==> config.mk <==
export PLATFORM = sky130hd
export DESIGN_NAME = timeout_ctr
export DESIGN_NICKNAME = d
export VERILOG_FILES = /design/src/rtl/tmo_pkg.sv /design/src/rtl/tmo_cfg_regs.sv /design/src/rtl/tmo_qsel.sv /design/src/rtl/tmo_core.sv /design/src/rtl/timeout_ctr.sv
export SDC_FILE = /design/constraint.sdc
export NUM_CORES = 1
export LEC_CHECK = 0
export BUFFER_PORTS_ARGS = -buffer_cell sky130_fd_sc_hd__buf_2
export CORE_ASPECT_RATIO = 0.75
export CORE_MARGIN = 2
export CORE_UTILIZATION = 40
export CTS_CLUSTER_SIZE = 24
export DETAILED_ROUTE_END_ITERATION = 7
export PLACE_DENSITY = 0.75
export SLEW_MARGIN = 20
export SYNTH_ARGS = -nofsm -noshare
export SYNTH_HDL_FRONTEND = slang
export SYNTH_SLANG_ARGS = --single-unit
==> constraint.sdc <==
create_clock -name clk -period 4.1 [get_ports clk]
set_clock_uncertainty 0.05 [all_clocks]
set_input_delay 0.41 -clock clk [delete_from_list [all_inputs] [get_ports clk]]
set_output_delay 0.41 -clock clk [all_outputs]
set_load 0.005 [all_outputs]
==> src/rtl/tmo_pkg.sv <==
package tmo_pkg;
  localparam int unsigned REG_ADDR_W = 2;
  localparam int unsigned MODE_W     = 2;
  localparam int unsigned NUM_QUEUES = 3;

  localparam logic [REG_ADDR_W-1:0] A_CFG  = 2'd0;
  localparam logic [REG_ADDR_W-1:0] A_CNT  = 2'd1;
  localparam logic [REG_ADDR_W-1:0] A_STAT = 2'd2;

  typedef enum logic [MODE_W-1:0] {
    MODE_CONT  = 2'd0,
    MODE_TXEVT = 2'd1,
    MODE_RXQ0  = 2'd2,
    MODE_RXQ1  = 2'd3
  } tmo_mode_e;
endpackage

==> src/rtl/tmo_cfg_regs.sv <==
module tmo_cfg_regs
  import tmo_pkg::*;
#(
  parameter int unsigned CNT_W  = 16,
  parameter int unsigned DATA_W = 32
) (
  input  logic                  clk,
  input  logic                  rst,
  input  logic                  wr_en,
  input  logic [REG_ADDR_W-1:0] wr_addr,
  input  logic [DATA_W-1:0]     wr_data,
  input  logic                  lock_cce,
  input  logic                  lock_init,
  output logic                  cfg_en,
  output tmo_mode_e             cfg_mode,
  output logic [CNT_W-1:0]      cfg_period,
  output logic                  reload_stb,
  output logic                  clear_stb
);
  localparam int unsigned MODE_LSB = CNT_W;
  localparam int unsigned EN_BIT   = DATA_W - 1;

  logic cfg_wr_ok;
  logic unused_wr;

  assign cfg_wr_ok  = wr_en && (wr_addr == A_CFG) && lock_cce && lock_init;
  assign reload_stb = wr_en && (wr_addr == A_CNT);
  assign clear_stb  = wr_en && (wr_addr == A_STAT) && wr_data[0];
  assign unused_wr  = ^wr_data;

  always_ff @(posedge clk) begin
    if (rst) begin
      cfg_en     <= 1'b0;
      cfg_mode   <= MODE_CONT;
      cfg_period <= {CNT_W{1'b1}};
    end else if (cfg_wr_ok) begin
      cfg_en     <= wr_data[EN_BIT];
      cfg_mode   <= tmo_mode_e'(wr_data[MODE_LSB +: MODE_W]);
      cfg_period <= wr_data[CNT_W-1:0];
    end
  end
endmodule

==> src/rtl/tmo_qsel.sv <==
module tmo_qsel
  import tmo_pkg::*;
(
  input  tmo_mode_e               mode,
  input  logic [NUM_QUEUES-1:0]   q_empty,
  output logic                    queue_mode,
  output logic                    sel_empty
);
  logic [NUM_QUEUES-1:0] sel_hot;

  for (genvar qi = 0; qi < NUM_QUEUES; qi++) begin : g_sel
    assign sel_hot[qi] = (mode == tmo_mode_e'(qi + 1)) && q_empty[qi];
  end

  assign queue_mode = (mode != MODE_CONT);
  assign sel_empty  = |sel_hot;
endmodule

==> src/rtl/tmo_core.sv <==
module tmo_core #(
  parameter int unsigned CNT_W = 16
) (
  input  logic             clk,
  input  logic             rst,
  input  logic             en,
  input  logic             queue_mode,
  input  logic             sel_empty,
  input  logic             reload_stb,
  input  logic             tick,
  input  logic             clear_stb,
  input  logic [CNT_W-1:0] period,
  output logic [CNT_W-1:0] cnt,
  output logic             flag
);
  localparam logic [CNT_W-1:0] ONE = CNT_W'(1);

  logic load;
  logic step;
  logic expire;

  assign load   = en && (queue_mode ? sel_empty : reload_stb);
  assign step   = en && tick && (cnt != '0) && !load;
  assign expire = step && (cnt == ONE);

  always_ff @(posedge clk) begin
    if (rst) begin
      cnt <= {CNT_W{1'b1}};
    end else if (load) begin
      cnt <= period;
    end else if (step) begin
      cnt <= cnt - ONE;
    end
  end

  always_ff @(posedge clk) begin
    if (rst) begin
      flag <= 1'b0;
    end else if (expire) begin
      flag <= 1'b1;
    end else if (clear_stb) begin
      flag <= 1'b0;
    end
  end
endmodule

==> src/rtl/timeout_ctr.sv <==
module timeout_ctr
  import tmo_pkg::*;
#(
  parameter int unsigned CNT_W  = 16,
  parameter int unsigned DATA_W = 32
) (
  input  logic                  clk,
  input  logic                  rst,
  input  logic                  wr_en,
  input  logic [REG_ADDR_W-1:0] wr_addr,
  input  logic [DATA_W-1:0]     wr_data,
  input  logic                  rd_en,
  input  logic [REG_ADDR_W-1:0] rd_addr,
  output logic [DATA_W-1:0]     rd_data,
  input  logic                  lock_cce,
  input  logic                  lock_init,
  input  logic                  bit_tick,
  input  logic [NUM_QUEUES-1:0] q_empty,
  output logic [CNT_W-1:0]      cnt_o,
  output logic                  timeout_o
);
  localparam int unsigned MODE_LSB = CNT_W;
  localparam int unsigned EN_BIT   = DATA_W - 1;

  logic             cfg_en;
  tmo_mode_e        cfg_mode;
  logic [CNT_W-1:0] cfg_period;
  logic             reload_stb;
  logic             clear_stb;
  logic             queue_mode;
  logic             sel_empty;
  logic [DATA_W-1:0] rd_next;

  tmo_cfg_regs #(.CNT_W(CNT_W), .DATA_W(DATA_W)) u_cfg (
    .clk        (clk),
    .rst        (rst),
    .wr_en      (wr_en),
    .wr_addr    (wr_addr),
    .wr_data    (wr_data),
    .lock_cce   (lock_cce),
    .lock_init  (lock_init),
    .cfg_en     (cfg_en),
    .cfg_mode   (cfg_mode),
    .cfg_period (cfg_period),
    .reload_stb (reload_stb),
    .clear_stb  (clear_stb)
  );

  tmo_qsel u_qsel (
    .mode       (cfg_mode),
    .q_empty    (q_empty),
    .queue_mode (queue_mode),
    .sel_empty  (sel_empty)
  );

  tmo_core #(.CNT_W(CNT_W)) u_core (
    .clk        (clk),
    .rst        (rst),
    .en         (cfg_en),
    .queue_mode (queue_mode),
    .sel_empty  (sel_empty),
    .reload_stb (reload_stb),
    .tick       (bit_tick),
    .clear_stb  (clear_stb),
    .period     (cfg_period),
    .cnt        (cnt_o),
    .flag       (timeout_o)
  );

  always_comb begin
    rd_next = '0;
    case (rd_addr)
      A_CFG: begin
        rd_next[CNT_W-1:0]            = cfg_period;
        rd_next[MODE_LSB +: MODE_W]   = cfg_mode;
        rd_next[EN_BIT]               = cfg_en;
      end
      A_CNT:   rd_next[CNT_W-1:0] = cnt_o;
      A_STAT:  rd_next[0]         = timeout_o;
      default: rd_next = '0;
    endcase
  end

  always_ff @(posedge clk) begin
    if (rst) begin
      rd_data <= '0;
    end else if (rd_en) begin
      rd_data <= rd_next;
    end
  end
endmodule

Word-level counts from Yosys, hierarchy flattened
Cells that the tools add are included.

Bits in writable memories: 0. Output and inout bits: 49. Latch bits: 0. Memories kept: 0. Bits of input ports: 46. Logic and storage cells: 46. Register bits: 55. Memory bits (read-only): 0.

$lt $le $gt $ge: 0. Shifts and indexed selects: 0. $add $sub $neg: 1. Divide/modulo/power cells: 0. Reductions and logical operators: 22. Equal/unequal tests: 8. Multipliers: 0. Multiplexer cells: 9. Bitwise logic cells: 0.

Operators with widths (number): 2-to-1 mux 16 bit (2); one-hot mux 15 bit (2 select lines) (1); == test 16 x 1 -> 1 bit, second input constant (1); nonzero test 16 bit (1); subtractor 16 x 1 -> 16 bit, second input constant (1); logical AND 1 bit (14); == test 2 bit, second input constant (4); == test 2 x 1 -> 1 bit, second input constant (3); nonzero test 2 bit (3); logical NOT 2 bit (2); 2-to-1 mux 1 bit (4); one-hot mux 1 bit (3 select lines) (1); OR reduction 3 bit (1); 2-to-1 mux 2 bit (1); logical NOT 1 bit (1).

Longest topological paths before layout
Depth after elaboration: 9. Mapped depth: 8. Mapped depth without buffers: 7.

Cells and area by module
A second synthesis with hierarchy kept.

Cells, all modules: 341. Area total of the unflattened synthesis: 2969.1 µm².

By module, submodules not included: tmo_core (instances 1, cells each 151, sequential area each 340.3 µm², area each 1196.1 µm²); timeout_ctr (instances 1, cells each 101, sequential area each 380.4 µm², area each 912.1 µm²); tmo_cfg_regs (instances 1, cells each 85, sequential area each 380.4 µm², area each 830.8 µm²); tmo_qsel (instances 1, cells each 4, sequential area each 0.0 µm², area each 30.0 µm²).

Worst setup path after synthesis
OpenSTA, ideal clock, no wires.

Path type: flip-flop to flip-flop. From: reg u_core.cnt[4]. To: reg u_core.cnt[13]. Library setup time: 0.120 ns. Stages on the path, launching flop included: 6. Data required time: 3.930 ns. Data arrival time: 1.987 ns. Slack: 1.944 ns. Period minus slack after synthesis: 2.156 ns. Buffers on the path: 1. Cells stage by stage: dfxtp_1 buf_6 or4_4 or3_4 or3_1 a211o_1.

Cells in the longest elaborated chain, start to end: 4. Elaborated cells between the ends (all ways): 7. Those cells by class: add/sub: 1; mux: 2; reduce/logical: 4.

RTL lines: start, declared (line tmo_core.sv:13) `output logic [CNT_W-1:0] cnt,`; start signal, assigned (line tmo_core.sv:28) `cnt <= {CNT_W{1'b1}};`; start signal, assigned (line tmo_core.sv:30) `cnt <= period;`; start signal, assigned (line tmo_core.sv:32) `cnt <= cnt - ONE;`; parallel branches: the longest is 4 deep, another holds subtractor 16 x 1 -> 16 bit.

Parallel ways; which one is timed is not known. The select of a mux whose other input is x is not followed. A chain may end at the register's enable or synchronous reset.

Final worst setup path
From: reg u_core.cnt[11]. To: reg u_core.cnt[7].

Cells in the longest elaborated chain, start to end: 4.

RTL lines: nonzero test 16 bit (line tmo_core.sv:23) `assign step = en && tick && (cnt != '0) && !load;`; logical AND 1 bit (2 in series) (line tmo_core.sv:23); nonzero test 2 bit (no line).

No other way between the ends.

==> results.md <==
- Once the floorplan was initialized, standard cells occupied approximately 40% of the core.
- The share of final-layout standard cells stronger than drive strength 1 is 28.1%.
- The register bit total from synthesis is 55.
- Dividing the detail-routed via count by the number of cells gives between 5 and 6.
- Broken down by cell family, the worst path's largest delay share belongs to simple AND/OR/NAND/NOR gates.
- Of the available clock period, the critical path in the final layout requires around three fifths.
- The worst-skew pair later-pin latency is approximately 0.32 ns.
- The commonest non-fill, non-tap cell in the layout is sky130_fd_sc_hd__buf_2.
- The clock network accounts for a little under a third of the total power.
- The design draws ~0.00094 W.
- The critical path goes through or4_4, or3_1, o211ai_2, o21bai_1, a221o_1.
- The slowest stage of the critical path is the sky130_fd_sc_hd__or4_4 cell.
- The count of nets left with antenna violations once routing finished came out at 0.
- Of the synthesized area, sequential elements account for approximately 40%.
- The core region is 6730 µm².
- Global routing used between 10% and 20% of the available tracks.
- The overall die width is 100 µm.
- The proportion of power drawn by flip-flops and latches is approximately three fifths.
- The clock tree root driver cell is sky130_fd_sc_hd__clkbuf_8.
- The total DRC errors in the routed layout is 0.
- The switching power total is between 0.0002 and 0.00025 W.
- The top cell types in the final layout, fill and taps aside, are sky130_fd_sc_hd__buf_2, sky130_fd_sc_hd__dfxtp_1, sky130_fd_sc_hd__nor2b_1, sky130_fd_sc_hd__a21oi_1, sky130_fd_sc_hd__nor2_1.
- The number of CTS-inserted buffers is 5.
- STA classifies the critical path startpoint as a flop.
- In the synthesized netlist the async set-or-reset flop fraction comes to 0%.
- The via count of the first global-routing pass came to roughly 2300.
- The slack of the worst reg-to-reg path is approximately 1.6 ns.
- The worst max-slew margin expressed relative to the limit is 27.5%.
- The endpoint kind of the worst setup timing path is a flop.
- The classification of the worst-slack hold path is input port to flop.
- The worst hold path was traced through 2 stages.
- Counting flops with a built-in enable in the synthesized netlist gives 0.
- The longest clock path from root to sink contains 2 buffers.
- The area growth from synthesis to layout is 14.7%.
- IR analysis of the VDD net gives a maximum drop of ~0.00013 V.
- Summed over all failing endpoints, the final setup total negative slack is 0 ns.
- The hold-critical path endpoint is u_cfg.cfg_period[12].
- After clock tree synthesis, the setup repair step added 0 buffers.
- Routability-driven placement finished with a final weighted congestion of ~0.89.
- Setup repair after global routing left no endpoint under its margin.
- The overall die area is around 7600 µm².
- The number of cells on the worst reg-to-reg path is 5.
- The critical path class is flop to flop.
- The aggregate routed wire length is approximately 6900 µm.
- The leakage power figure is 1.19 nW.
- Ranked by total cell area, the synthesized netlist is headed by sky130_fd_sc_hd__dfxtp_1, sky130_fd_sc_hd__nor2b_1, sky130_fd_sc_hd__mux2_2.
- The half-perimeter wire length after placement is roughly 4700 µm.
- Entering global routing, the biggest net connects between 50 and 60 pins.
- Dividing the detail-routed wire length by the instance count gives ~15 µm.
- The first-pass GRT wire length is ~11000 µm.
- The initial detailed-routing violation count is 104.
- The count of pins over their slew limit was 0.
- The number of buffers and inverters on the critical path is 0.
- Row generation in the floorplan step produced 26 rows.
- The flow ran to the end, and the final reports show no timing, DRC or antenna violations.
- The cell count after synthesis is between 300 and 400.
- The maximum operating frequency is a little over 400 MHz.
- The yosys synthesis warning count is 0.
- The worst hold path startpoint is wr_data[12].
- The total clock sinks is 55.
- The depth of the CTS H-tree is 2.
- The transition time at the pin with the least slew margin is between 1 and 1.5 ns.
- 95 I/O pins were placed.
- The number of antenna violations at the first check in global routing is 0.
- For this run, the post-layout net count is 410.
- The internal power is between 0.0007 and 0.0008 W.
- The library cell occupying the most area in the post-synthesis netlist is sky130_fd_sc_hd__dfxtp_1.
- The clock tree from TritonCTS is built.
- The clock transition at the register clock pins on the worst setup and hold paths after CTS is roughly 0.1 ns.
- The final hold violation count is 0.
- For this run the aggregate overflow at the end of global routing stands at 0.
- The number of port buffers is 68.
- The required time at the endpoint of the critical path is roughly 4.3 ns.
- Buffers inserted to repair hold after CTS numbered 0.
- Along the worst path, the maximum fanout reaches 12.
- Across the run, the number of max-cap violations was 0.
- Of the post-synthesis cell area, the dominant cell type holds between 30% and 40%.
- The mean post-synth cell area is roughly 9.0 µm².
- Data arrives at the worst endpoint at 2.62 ns.
- Setup violations remaining at the end of the flow were counted as 0.
- The startpoint identified for the worst register-to-register timing path is u_core.cnt[11].
- The largest single stage delay on the critical path is about 0.6 ns.
- Among all flip-flop cells after synthesis, the most frequent one is sky130_fd_sc_hd__dfxtp_1.
- Net switching is 24.8% of the power.
- The synthesized area is about 2800 µm².
- Per report_power, the combinational group accounts for about a tenth of the total.
- The count of unique library cells instantiated by Yosys is 48.
- The timing startpoint of the critical path is u_core.cnt[11].
- The count of instances resized after the clock tree is built is 0.
- The chip height is 76.0 µm.
- 0 antenna diodes ended up in the layout.
- The clock period minus worst slack is approximately 2.5 ns.
- For this run, the detailed router's first-pass iteration total came to 4.
- The detailed router placed 2470 vias in this run.
- The endpoint identified for the worst register-to-register timing path is u_core.cnt[7].
- The power density over the cells is just under 300 nW/µm².
[Yosys cell counts (3+ instances only)]
cell / n
sky130_fd_sc_hd__o211ai_1: 9
sky130_fd_sc_hd__nor2b_1: 32
sky130_fd_sc_hd__mux2_2: 15
sky130_fd_sc_hd__o311ai_1: 3
sky130_fd_sc_hd__nor2_1: 25
sky130_fd_sc_hd__buf_4: 14
sky130_fd_sc_hd__inv_1: 5
sky130_fd_sc_hd__nand3_1: 8
sky130_fd_sc_hd__or3_1: 6
sky130_fd_sc_hd__o21bai_1: 3
sky130_fd_sc_hd__a211o_1: 17
sky130_fd_sc_hd__nand2b_1: 5
sky130_fd_sc_hd__a21oi_1: 31
sky130_fd_sc_hd__mux2i_1: 5
sky130_fd_sc_hd__nand2_1: 6
sky130_fd_sc_hd__clkbuf_1: 15
sky130_fd_sc_hd__o311ai_0: 5
sky130_fd_sc_hd__or3_2: 3
sky130_fd_sc_hd__a221o_1: 3
sky130_fd_sc_hd__dfxtp_1: 55
sky130_fd_sc_hd__nor3_1: 3
sky130_fd_sc_hd__and2_1: 3
[through the flow]
| step | setup WS (ns) | utilization, % | hold slack, ns | cells | area [µm²] |
|---|---|---|---|---|---|
| 2_1_floorplan | 1.94 | - | 0.413 | 318 | 2810 |
| 3_3_place_gp | 1.74 | 45.8 | 0.408 | 439 | 3090 |
| 3_5_place_dp | 1.67 | 45.8 | 0.415 | 439 | 3090 |
| 4_1_cts | 1.66 | 47.0 | 0.242 | 447 | 3170 |
| 5_1_grt | 1.43 | 47.0 | 0.235 | 447 | 3170 |
| 6_report | 1.64 | 47.0 | 0.239 | 447 | 3170 |
[flip-flops by register name (all words and copies together) (netlist names)]
name,cells
u_cfg.cfg_en,1
u_cfg.cfg_period,16
u_core.flag,1
u_core.cnt,16
u_cfg.cfg_mode,2
rd_data,19
[worst register-to-register path, stage by stage (launching register included)]
cell	delay (ns)
sky130_fd_sc_hd__dfxtp_1	0.40
sky130_fd_sc_hd__or4_4	0.60
sky130_fd_sc_hd__or3_1	0.40
sky130_fd_sc_hd__o211ai_2	0.48
sky130_fd_sc_hd__o21bai_1	0.15
sky130_fd_sc_hd__a221o_1	0.28
[final cells by class]
type	instances	area [µm²]
clock buffers	7	76.3
clock inverters	1	5.00
fillers	672	3570
inverters	5	18.8
multi-input cells	225	1510
flip-flops and latches	55	1100
well taps	84	105
repair buffers	70	355
[how the worst max path moves through the flow]
| stage | endpoint | slack, ns | depth (start not counted) |
|---|---|---|---|
| floorplan | u_core.cnt[13] | 1.94 | 5 |
| global placement | u_core.cnt[9] | 1.74 | 5 |
| detailed placement | u_core.cnt[7] | 1.67 | 5 |
| CTS | u_core.cnt[7] | 1.66 | 5 |
| global route | u_core.cnt[7] | 1.43 | 7 |
| finish | u_core.cnt[7] | 1.64 | 5 |
[logic make-up after synthesis]
group	Yosys count	synth area share, %
simple gates	104	21.5
compound gates	84	21.6
flops	55	39.9
buf+inv	38	7.43
mux	20	7.93
fa+ha+maj	2	0.906
xor+xnor	2	0.634
other cells	1	0.136
[per-layer routing]
metal | global-route usage [%] | routed length, µm | vias to the layer above
li1 | - | - | 1198
met1 | 27.1 | 3360 | 1164
met2 | 27.1 | 3010 | 100
met3 | 4.50 | 492 | 8
met4 | 3.97 | 44 | 0
met5 | 0 | 0 | -
[power groups by stage]
stage	clock, W	combinational (W)	sequential [W]
floorplan	0	0.0000626	0.000568
global placement	0	0.0000910	0.000567
detailed placement	0	0.0000928	0.000568
CTS	0.000299	0.0000934	0.000556
global route	0.000328	0.000104	0.000558
finish	0.000296	0.0000930	0.000555
(Power assumes the default switching activity.)
